### src/rtl/rsc_pkg.sv
package rsc_pkg;
  localparam int REG_W = 32;

  // Flag positions: the detector and request logic depend on these.
  localparam int POS_PWR   = 31;
  localparam int POS_SPWR  = 30;
  localparam int POS_SEXT  = 29;
  localparam int POS_BPWR  = 28;
  localparam int POS_BEXT  = 27;

  localparam logic [REG_W-1:0] LIVE_MASK  = 32'hF800_0000;
  localparam logic [REG_W-1:0] CLR1_MASK  = 32'h9800_0000;
  localparam logic [REG_W-1:0] PLAIN_MASK = 32'h6000_0000;
  localparam logic [REG_W-1:0] PWR_WORD   = 32'h8000_0000;
endpackage

### src/rtl/rsc_decode.sv
module rsc_decode #(
  parameter int                ADDR_W   = 16,
  parameter logic [ADDR_W-1:0] WIN_BASE = 16'hF020
) (
  input  logic [ADDR_W-1:0] addr,
  output logic              hi_hit
);
  localparam int WORD_BIT = 2;
  localparam int WIN_LSB  = 3;

  logic in_win;
  logic unused_low;

  assign in_win     = (addr[ADDR_W-1:WIN_LSB] == WIN_BASE[ADDR_W-1:WIN_LSB]);
  assign hi_hit     = in_win & addr[WORD_BIT];
  assign unused_low = ^addr[WORD_BIT-1:0];
endmodule

### src/rtl/rsc_status_reg.sv
module rsc_status_reg
  import rsc_pkg::*;
(
  input  logic             clk,
  input  logic             rst_n,
  input  logic             wr_en,
  input  logic [REG_W-1:0] wdata,
  input  logic             sys_rst,
  input  logic             btn_pwr,
  input  logic             btn_ext,
  output logic [REG_W-1:0] stat_q
);
  logic [REG_W-1:0] wd_m;
  logic [REG_W-1:0] hw_set;
  logic [REG_W-1:0] upd;
  logic [REG_W-1:0] stat_d;
  logic             stat_en;
  logic             armed_q, armed_d, armed_en;
  logic             rearm, first_load;
  logic             unused_wd;

  assign wd_m      = wdata & LIVE_MASK;
  assign unused_wd = ^(wdata & ~LIVE_MASK);

  always_comb begin
    hw_set           = '0;
    hw_set[POS_BPWR] = btn_pwr;
    hw_set[POS_BEXT] = btn_ext;
  end

  // Per-bit update rule selected from the masks.
  for (genvar i = 0; i < REG_W; i++) begin : g_bit
    if (CLR1_MASK[i]) begin : g_clr1
      assign upd[i] = hw_set[i] | (stat_q[i] & ~(wr_en & wd_m[i]));
    end else if (PLAIN_MASK[i]) begin : g_plain
      assign upd[i] = wr_en ? wd_m[i] : stat_q[i];
    end else begin : g_zero
      assign upd[i] = 1'b0;
    end
  end

  assign rearm      = wr_en & wd_m[POS_SPWR];
  assign first_load = sys_rst & armed_q;

  always_comb begin
    stat_d  = first_load ? PWR_WORD : upd;
    stat_en = wr_en | sys_rst | btn_pwr | btn_ext;
  end

  always_comb begin
    armed_d = armed_q;
    if (first_load) armed_d = 1'b0;
    if (rearm)      armed_d = 1'b1;
    armed_en = first_load | rearm;
  end

  always_ff @(posedge clk or negedge rst_n) begin
    if (!rst_n) begin
      stat_q  <= '0;
      armed_q <= 1'b1;
    end else begin
      if (stat_en)  stat_q  <= stat_d;
      if (armed_en) armed_q <= armed_d;
    end
  end
endmodule

### src/rtl/rsc_req_gen.sv
module rsc_req_gen
  import rsc_pkg::*;
(
  input  logic             clk,
  input  logic             rst_n,
  input  logic             wr_en,
  input  logic [REG_W-1:0] wdata,
  output logic             req_o
);
  logic fire;
  logic req_q;

  assign fire  = wr_en & (wdata[POS_SPWR] | wdata[POS_SEXT]);
  assign req_o = req_q;

  always_ff @(posedge clk or negedge rst_n) begin
    if (!rst_n) req_q <= 1'b0;
    else        req_q <= fire;
  end
endmodule

### src/rtl/rst_status_ctrl.sv
module rst_status_ctrl
  import rsc_pkg::*;
#(
  parameter int                ADDR_W   = 16,
  parameter logic [ADDR_W-1:0] WIN_BASE = 16'hF020
) (
  input  logic              clk,
  input  logic              rst_n,
  input  logic              sys_rst_i,
  input  logic              btn_por_i,
  input  logic              btn_xir_i,
  input  logic [ADDR_W-1:0] reg_addr,
  input  logic              reg_we,
  input  logic [REG_W-1:0]  reg_wdata,
  output logic [REG_W-1:0]  reg_rdata,
  output logic              rst_req_o
);
  logic             hi_hit;
  logic             wr_hi;
  logic [REG_W-1:0] stat_q;

  rsc_decode #(.ADDR_W(ADDR_W), .WIN_BASE(WIN_BASE)) u_dec (
    .addr   (reg_addr),
    .hi_hit (hi_hit)
  );

  assign wr_hi = reg_we & hi_hit;

  rsc_status_reg u_stat (
    .clk     (clk),
    .rst_n   (rst_n),
    .wr_en   (wr_hi),
    .wdata   (reg_wdata),
    .sys_rst (sys_rst_i),
    .btn_pwr (btn_por_i),
    .btn_ext (btn_xir_i),
    .stat_q  (stat_q)
  );

  rsc_req_gen u_req (
    .clk   (clk),
    .rst_n (rst_n),
    .wr_en (wr_hi),
    .wdata (reg_wdata),
    .req_o (rst_req_o)
  );

  assign reg_rdata = hi_hit ? stat_q : '0;
endmodule

### config.mk
export PLATFORM = sky130hd
export DESIGN_NAME = rst_status_ctrl
export DESIGN_NICKNAME = d
export VERILOG_FILES = /design/src/rtl/rsc_pkg.sv /design/src/rtl/rsc_decode.sv /design/src/rtl/rsc_status_reg.sv /design/src/rtl/rsc_req_gen.sv /design/src/rtl/rst_status_ctrl.sv
export SDC_FILE = /design/constraint.sdc
export NUM_CORES = 1
export LEC_CHECK = 0
export BUFFER_PORTS_ARGS = -buffer_cell sky130_fd_sc_hd__buf_2
export CAP_MARGIN = 5
export CORE_AREA = 2 2 52 59
export DETAILED_ROUTE_END_ITERATION = 7
export DIE_AREA = 0 0 54 61
export GPL_TIMING_DRIVEN = 0
export PLACE_DENSITY = 0.7
export SLEW_MARGIN = 20
export SYNTH_ARGS = -nofsm -noshare
export SYNTH_HDL_FRONTEND = slang
export SYNTH_HIERARCHICAL = 1
export SYNTH_SLANG_ARGS = --single-unit
### constraint.sdc
create_clock -name clk -period 1.6 [get_ports clk]
set_input_delay 0.16 -clock clk [delete_from_list [all_inputs] [get_ports clk]]
set_output_delay 0.16 -clock clk [all_outputs]
set_load 0.01 [all_outputs]
==> results.cfg, run 1 <==
[hold_path]
hp-class = in -> reg

[cts]
cts-root-buf = clkbuf_4
htreeDepth = 1
clock_path_buffers = 2
clk_latency_ns = 0.25
clock_sinks = 7
clk_pin_slew_worst_paths_ns = 0.05
cts_tree = done
cts_made_buffers = 3

[timing]
setup_viol = 10
post-route-period-util = 1.05
finalHoldWorstSlack_ns = 0.128
finalCriticalPeriod_ns = 1.67
fmax_mhz = 597
finalHoldViolations = 0
skew_ns = 0.000550
slew_violations = 0
rsz0062_at_grt = yes
setup_ws_ns = -0.0738

[grt]
grt_max_degree = 11
grt.overflow.total = 0
track_usage = 0.102
grt_pass1_vias = 613
antenna_found_initial = 0
grt_pass1_wl_mm = 2.47

[critical_path]
critPathKind = in -> out
startpoint_type = primary input
crit_arrival_ns = 1.51
crit_fanout = 5
cp-end-kind = primary output
required_ns = 1.44
timing.reg2reg.setup_slack_ns = 0.77

[cells_and_area]
fillCellCount = 286
fin_area_mm2 = 0.00127
final_cell_mix = buf_4 (34), and2_2 (27), conb_1 (27), buf_2 (24), buf_6 (7)
num_antenna_cells = 0
seq_area_um2 = 176
mostFrequentLayoutCell = buf_4
area_delta_synth_final_pct = 61.8
multi_input_area_um2 = 532
drive_above_1_share = 0.723
finalNetCount = 214

[placement]
portBuffers = 30
gp_congestion = 0.698
post_dp_cell_area_mm2 = 0.00109
place_hpwl_mm = 1.38

[run]
drv_cap = 0

[yosys]
synth_area_um2 = 783
ys_types = 22
ys_warn_count = 6
synth_seq_cells = 7
synth.avg_cell_area_um2 = 8.70
synthCells = 90
ys_seq_area_frac = 0.225

[routing]
vias_per_cell = 3.73
finalWirelength_mm = 1.72
routedWlPerCell_um = 8.94
vias = 716
drt-initial-drc-count = 2
drtPass1Iterations = 4
route.detailed.drc = 0
antenna_left = 0

[power]
leakagePower_nw = 0.716
peakVddDrop_uv = 344
power.density_mw_per_mm2 = 347

[floorplan]
die_height_um = 61
io_pins = 87
dieArea_mm2 = 0.00329
die_w_um = 54
row_count = 20
coreArea_mm2 = 0.00270
initial_utilization = 0.290

[outcome]
status = finished with violations
violations = negative setup slack
## cells in the mapped netlist, drive strengths merged
library cell,number,area share
a21boi,2,0.019
a21oi,1,0.0064
a22o,1,0.011
a22oi,1,0.0096
a2bb2oi,2,0.022
and2,33,0.32
buf,27,0.26
clkbuf,3,0.019
conb,1,0.0048
dfrtp,6,0.19
dfstp,1,0.034
inv,1,0.0048
mux2i,1,0.013
nand2,2,0.0096
nand2b,1,0.0080
nand4b,2,0.022
nor4,1,0.016
o21a,1,0.0096
o21ai,1,0.0064
or2,1,0.0080
or4,1,0.0096
## logic make-up (layout without fill, tap and decap cells)
logic type / after synthesis / in the layout / share of synthesized area
AOI/OAI and AO/OA: 9 / 9 / 0.0847
buffers and inverters: 31 / 74 / 0.283
DFF: 7 / 7 / 0.225
muxes: 1 / 1 / 0.0128
other: 1 / 27 / 0.00479
and+or+nand+nor: 41 / 41 / 0.390
## path summary, 6_finish.rpt
path | start | endpoint | cells after the start
min in group asynchronous | rst_n | u_stat/stat_q[31] | 2
setup reg to reg | u_stat/armed_q | u_stat/armed_q | 2
max in group asynchronous | rst_n | u_stat/armed_q | 2
setup / recovery | reg_addr[4] | reg_rdata[27] | 6
hold reg to reg | u_stat/stat_q[31] | u_stat/stat_q[31] | 1
hold / removal | sys_rst_i | u_stat/armed_q | 2
## worst max-delay path, cell delays in order
cell,delay [ns]
buf_6,0.09
or4_4,0.54
nor4_4,0.31
clkbuf_8,0.19
and2_4,0.13
buf_6,0.09
## flip-flops by register name, summed over array words and instances, names as in the netlist
name            flops
u_stat/armed_q      1
u_stat/stat_q       5
u_req/req_o         1
## per-stage QoR
| step | TNS [ns] | instances | power (W) | setup slack (ns) | util |
|---|---|---|---|---|---|
| after global placement | -2.80 | 179 | 0.000277 | -0.335 | 0.402 |
| after global routing | -1.13 | 192 | 0.000467 | -0.132 | 0.469 |
| after detailed placement | -2.98 | 179 | 0.000280 | -0.349 | 0.402 |
| after CTS | -0.497 | 192 | 0.000448 | -0.0812 | 0.461 |
| after floorplan | -0.00250 | 116 | 0.000244 | -0.00250 | - |
| final | -0.487 | 192 | 0.000440 | -0.0738 | 0.469 |
## layer usage
metal  global-route usage  routed length [um]  vias up
met5                    0                   0        -
met4               0.0429                   0        0
met3              0.00985                 136        0
met2                0.213                1040       30
met1               0.0977                 536      314
li1                     -                   -      372
## final cells by class
cell class / instances / share of cell area
buffer: 30 / 0.179
clock buffer: 4 / 0.0207
inverter: 1 / 0.00296
multi-input combinational: 78 / 0.420
sequential: 7 / 0.139
tap: 33 / 0.0326
timing repair buffer: 39 / 0.206
## timing repair
action,CTS,global route
pin swaps,4,2
endpoints found under the setup margin,8,12
hold buffers,1,0
hold endpoints to repair,7,0
gates resized for setup,17,6
setup buffers,8,0
## power breakdown
part	total, W	switching [W]	internal, W
combinational	0.000102	0.0000321	0.0000701
sequential	0.000182	0.00000177	0.000180
clock	0.000156	0.0000610	0.0000949
(Power assumes the default switching activity.)
==> run 2, diff against run 1 <==
Settings changed: REMOVE_ABC_BUFFERS set to 1, SLEW_MARGIN 20 to 5.
==> run 2 against run 1 <==
  * Highest routed layer unchanged
  * Final cell count is 16% lower
  * Global-route usage is 0.45 points lower
  * Fmax is 1.4% lower
  * Utilization is 9.4 points lower
  * Final area is 20% lower
  * Combinational power is 49% lower
  * Non-clock buffer count is 30 lower
  * Clock power is 3% higher
  * Worst hold slack better by 0.0038 ns
  * The flow still finishes with violations (negative setup slack)
  * Sequential power hardly changed
  * Critical path depth stayed put
  * Sequential share of layout area is 3.5 points higher
==> results.cfg, run 2 (synthesis results as in run 1) <==
[routing]
drtPass1Iterations = 2
drt-initial-drc-count = 11
vias_per_cell = 3.76
antenna_left = 0
finalWirelength_mm = 1.62
routedWlPerCell_um = 9.97
vias = 609
route.detailed.drc = 0

[power]
leakagePower_nw = 0.547
power_switching_share = 0.229
peakVddDrop_uv = 364
p_clk_frac = 0.408
power.density_mw_per_mm2 = 390
p_switching_w = 0.0000905
power.internal_w = 0.000305
pwr-share-seq = 0.459
pwr-share-comb = 0.133

[floorplan]
io_pins = 87
die_w_um = 54
dieArea_mm2 = 0.00329
die_height_um = 61
row_count = 20
initial_utilization = 0.290
coreArea_mm2 = 0.00270

[outcome]
violations = negative setup slack
status = finished with violations

[timing]
finalCriticalPeriod_ns = 1.70
setup_viol = 6
finalHoldViolations = 0
skew_ns = 0.00169
setup_tns_ns = -0.416
rsz0062_at_grt = yes
setup_ws_ns = -0.0979
post-route-period-util = 1.06
slew_violations = 0
fmax_mhz = 589

[placement]
post_dp_cell_area_um2 = 875
portBuffers = 30
place_hpwl_mm = 1.10
dp.cells = 150
gp_congestion = 0.638

[cts]
htreeDepth = 1
cts_made_buffers = 3
clk_latency_ns = 0.25
clock_sinks = 7
cts-root-buf = clkbuf_4
cts_tree = done
clk_pin_slew_worst_paths_ns = 0.05
clock_path_buffers = 2

[critical_path]
worstReg2RegStart = u_stat/armed_q
crit_fanout = 4
required_ns = 1.44
crit_path_end = reg_rdata[28]
crit_family = simple AND/OR/NAND/NOR gates
startpoint_type = primary input
crit_slowest_cell = or4_4
cp-end-kind = primary output
worstRegToRegCells = 2
crit_arrival_ns = 1.54
crit_path_start = reg_addr[7]
cp_slowest_stage_delay_ns = 0.53
crit_path_frequent_cell = buf_6
timing.reg2reg.setup_slack_ns = 0.74
crit_buf_inv = 3
path_cells = buf_6 -> or4_4 -> nor4_4 -> buf_4 -> and2_4 -> buf_6
path_depth = 6
critPathKind = in -> out
r2r-end = u_stat/armed_q

[grt]
grt_pass1_wl_mm = 2.30
antenna_found_initial = 0
grt_max_degree = 14
grt_pass1_vias = 544
grt.overflow.total = 0
track_usage = 0.0978

[cells_and_area]
fin_cells = 162
num_antenna_cells = 0
regMostFlops = u_stat/stat_q
largest_register_ffs = 5
area_delta_synth_final_pct = 29.2
fin_area_mm2 = 0.00101
drive_above_1_share = 0.612
final_cell_mix = and2_2 (27), conb_1 (27), buf_2 (25), buf_6 (7)
finalNetCount = 184

[hold_path]
hp-class = in -> reg
hp-start = reg_wdata[30]

[run]
drv_cap = 0
==> run 2: per-layer routing <==
metal,vias up,global-route usage,share of wire
li1,311,-,-
met1,267,0.101,0.37
met2,31,0.186,0.55
met3,0,0.0197,0.083
met4,0,0.0429,0
met5,-,0,0
==> run 2: worst reg2reg max path, cell delays in order (launching register included) <==
cell     delay (ns)
dfstp_2        0.58
inv_1          0.04
o21ai_0        0.16
==> run 2: area by class of cell <==
| type | instances | area [um2] |
|---|---|---|
| clock buffer | 4 | 26.3 |
| inverter | 1 | 3.75 |
| fill | 297 | 1690 |
| sequential | 7 | 176 |
| timing repair buffer | 39 | 259 |
| multi-input combinational | 78 | 505 |
| tap | 33 | 41.3 |
==> run 2: how the worst min path moves through the flow <==
stage / end / slack (ns) / cells after the start
6_report: u_req/req_o / 0.13 / 2
5_1_grt: u_req/req_o / 0.12 / 2
4_1_cts: u_req/req_o / 0.13 / 2
3_5_place_dp: u_stat/stat_q[27] / 0.001 / 1
3_3_place_gp: u_stat/stat_q[27] / 0.002 / 1
2_1_floorplan: u_req/req_o / -0.14 / 0
==> run 2: metrics by stage <==
step | worst slack (ns) | hold WS [ns] | total power [W] | utilization
floorplan | -0.783 | -0.136 | 0.000195 | -
detailed placement | -0.372 | 0.00118 | 0.000230 | 0.324
CTS | -0.0985 | 0.131 | 0.000394 | 0.368
finish | -0.0979 | 0.131 | 0.000395 | 0.375
global route | -0.127 | 0.125 | 0.000420 | 0.375
global placement | -1.56 | 0.00202 | 0.000228 | 0.316
==> run 2: power by group through the flow <==
stage	clock, W	sequential (W)	combinational (W)
5_1_grt	0.000177	0.000182	0.0000610
2_1_floorplan	0	0.000184	0.0000113
3_5_place_dp	0	0.000184	0.0000456
6_report	0.000161	0.000182	0.0000524
4_1_cts	0.000163	0.000182	0.0000500
3_3_place_gp	0	0.000184	0.0000436
==> run 2: repair_timing <==
item	4_1_cts	5_1_grt
pin swaps	2	1
hold buffers	1	0
setup endpoints to repair	10	11
resized for setup	12	2
buffers inserted	4	2
gates cloned	1	0
hold endpoints to repair	7	0
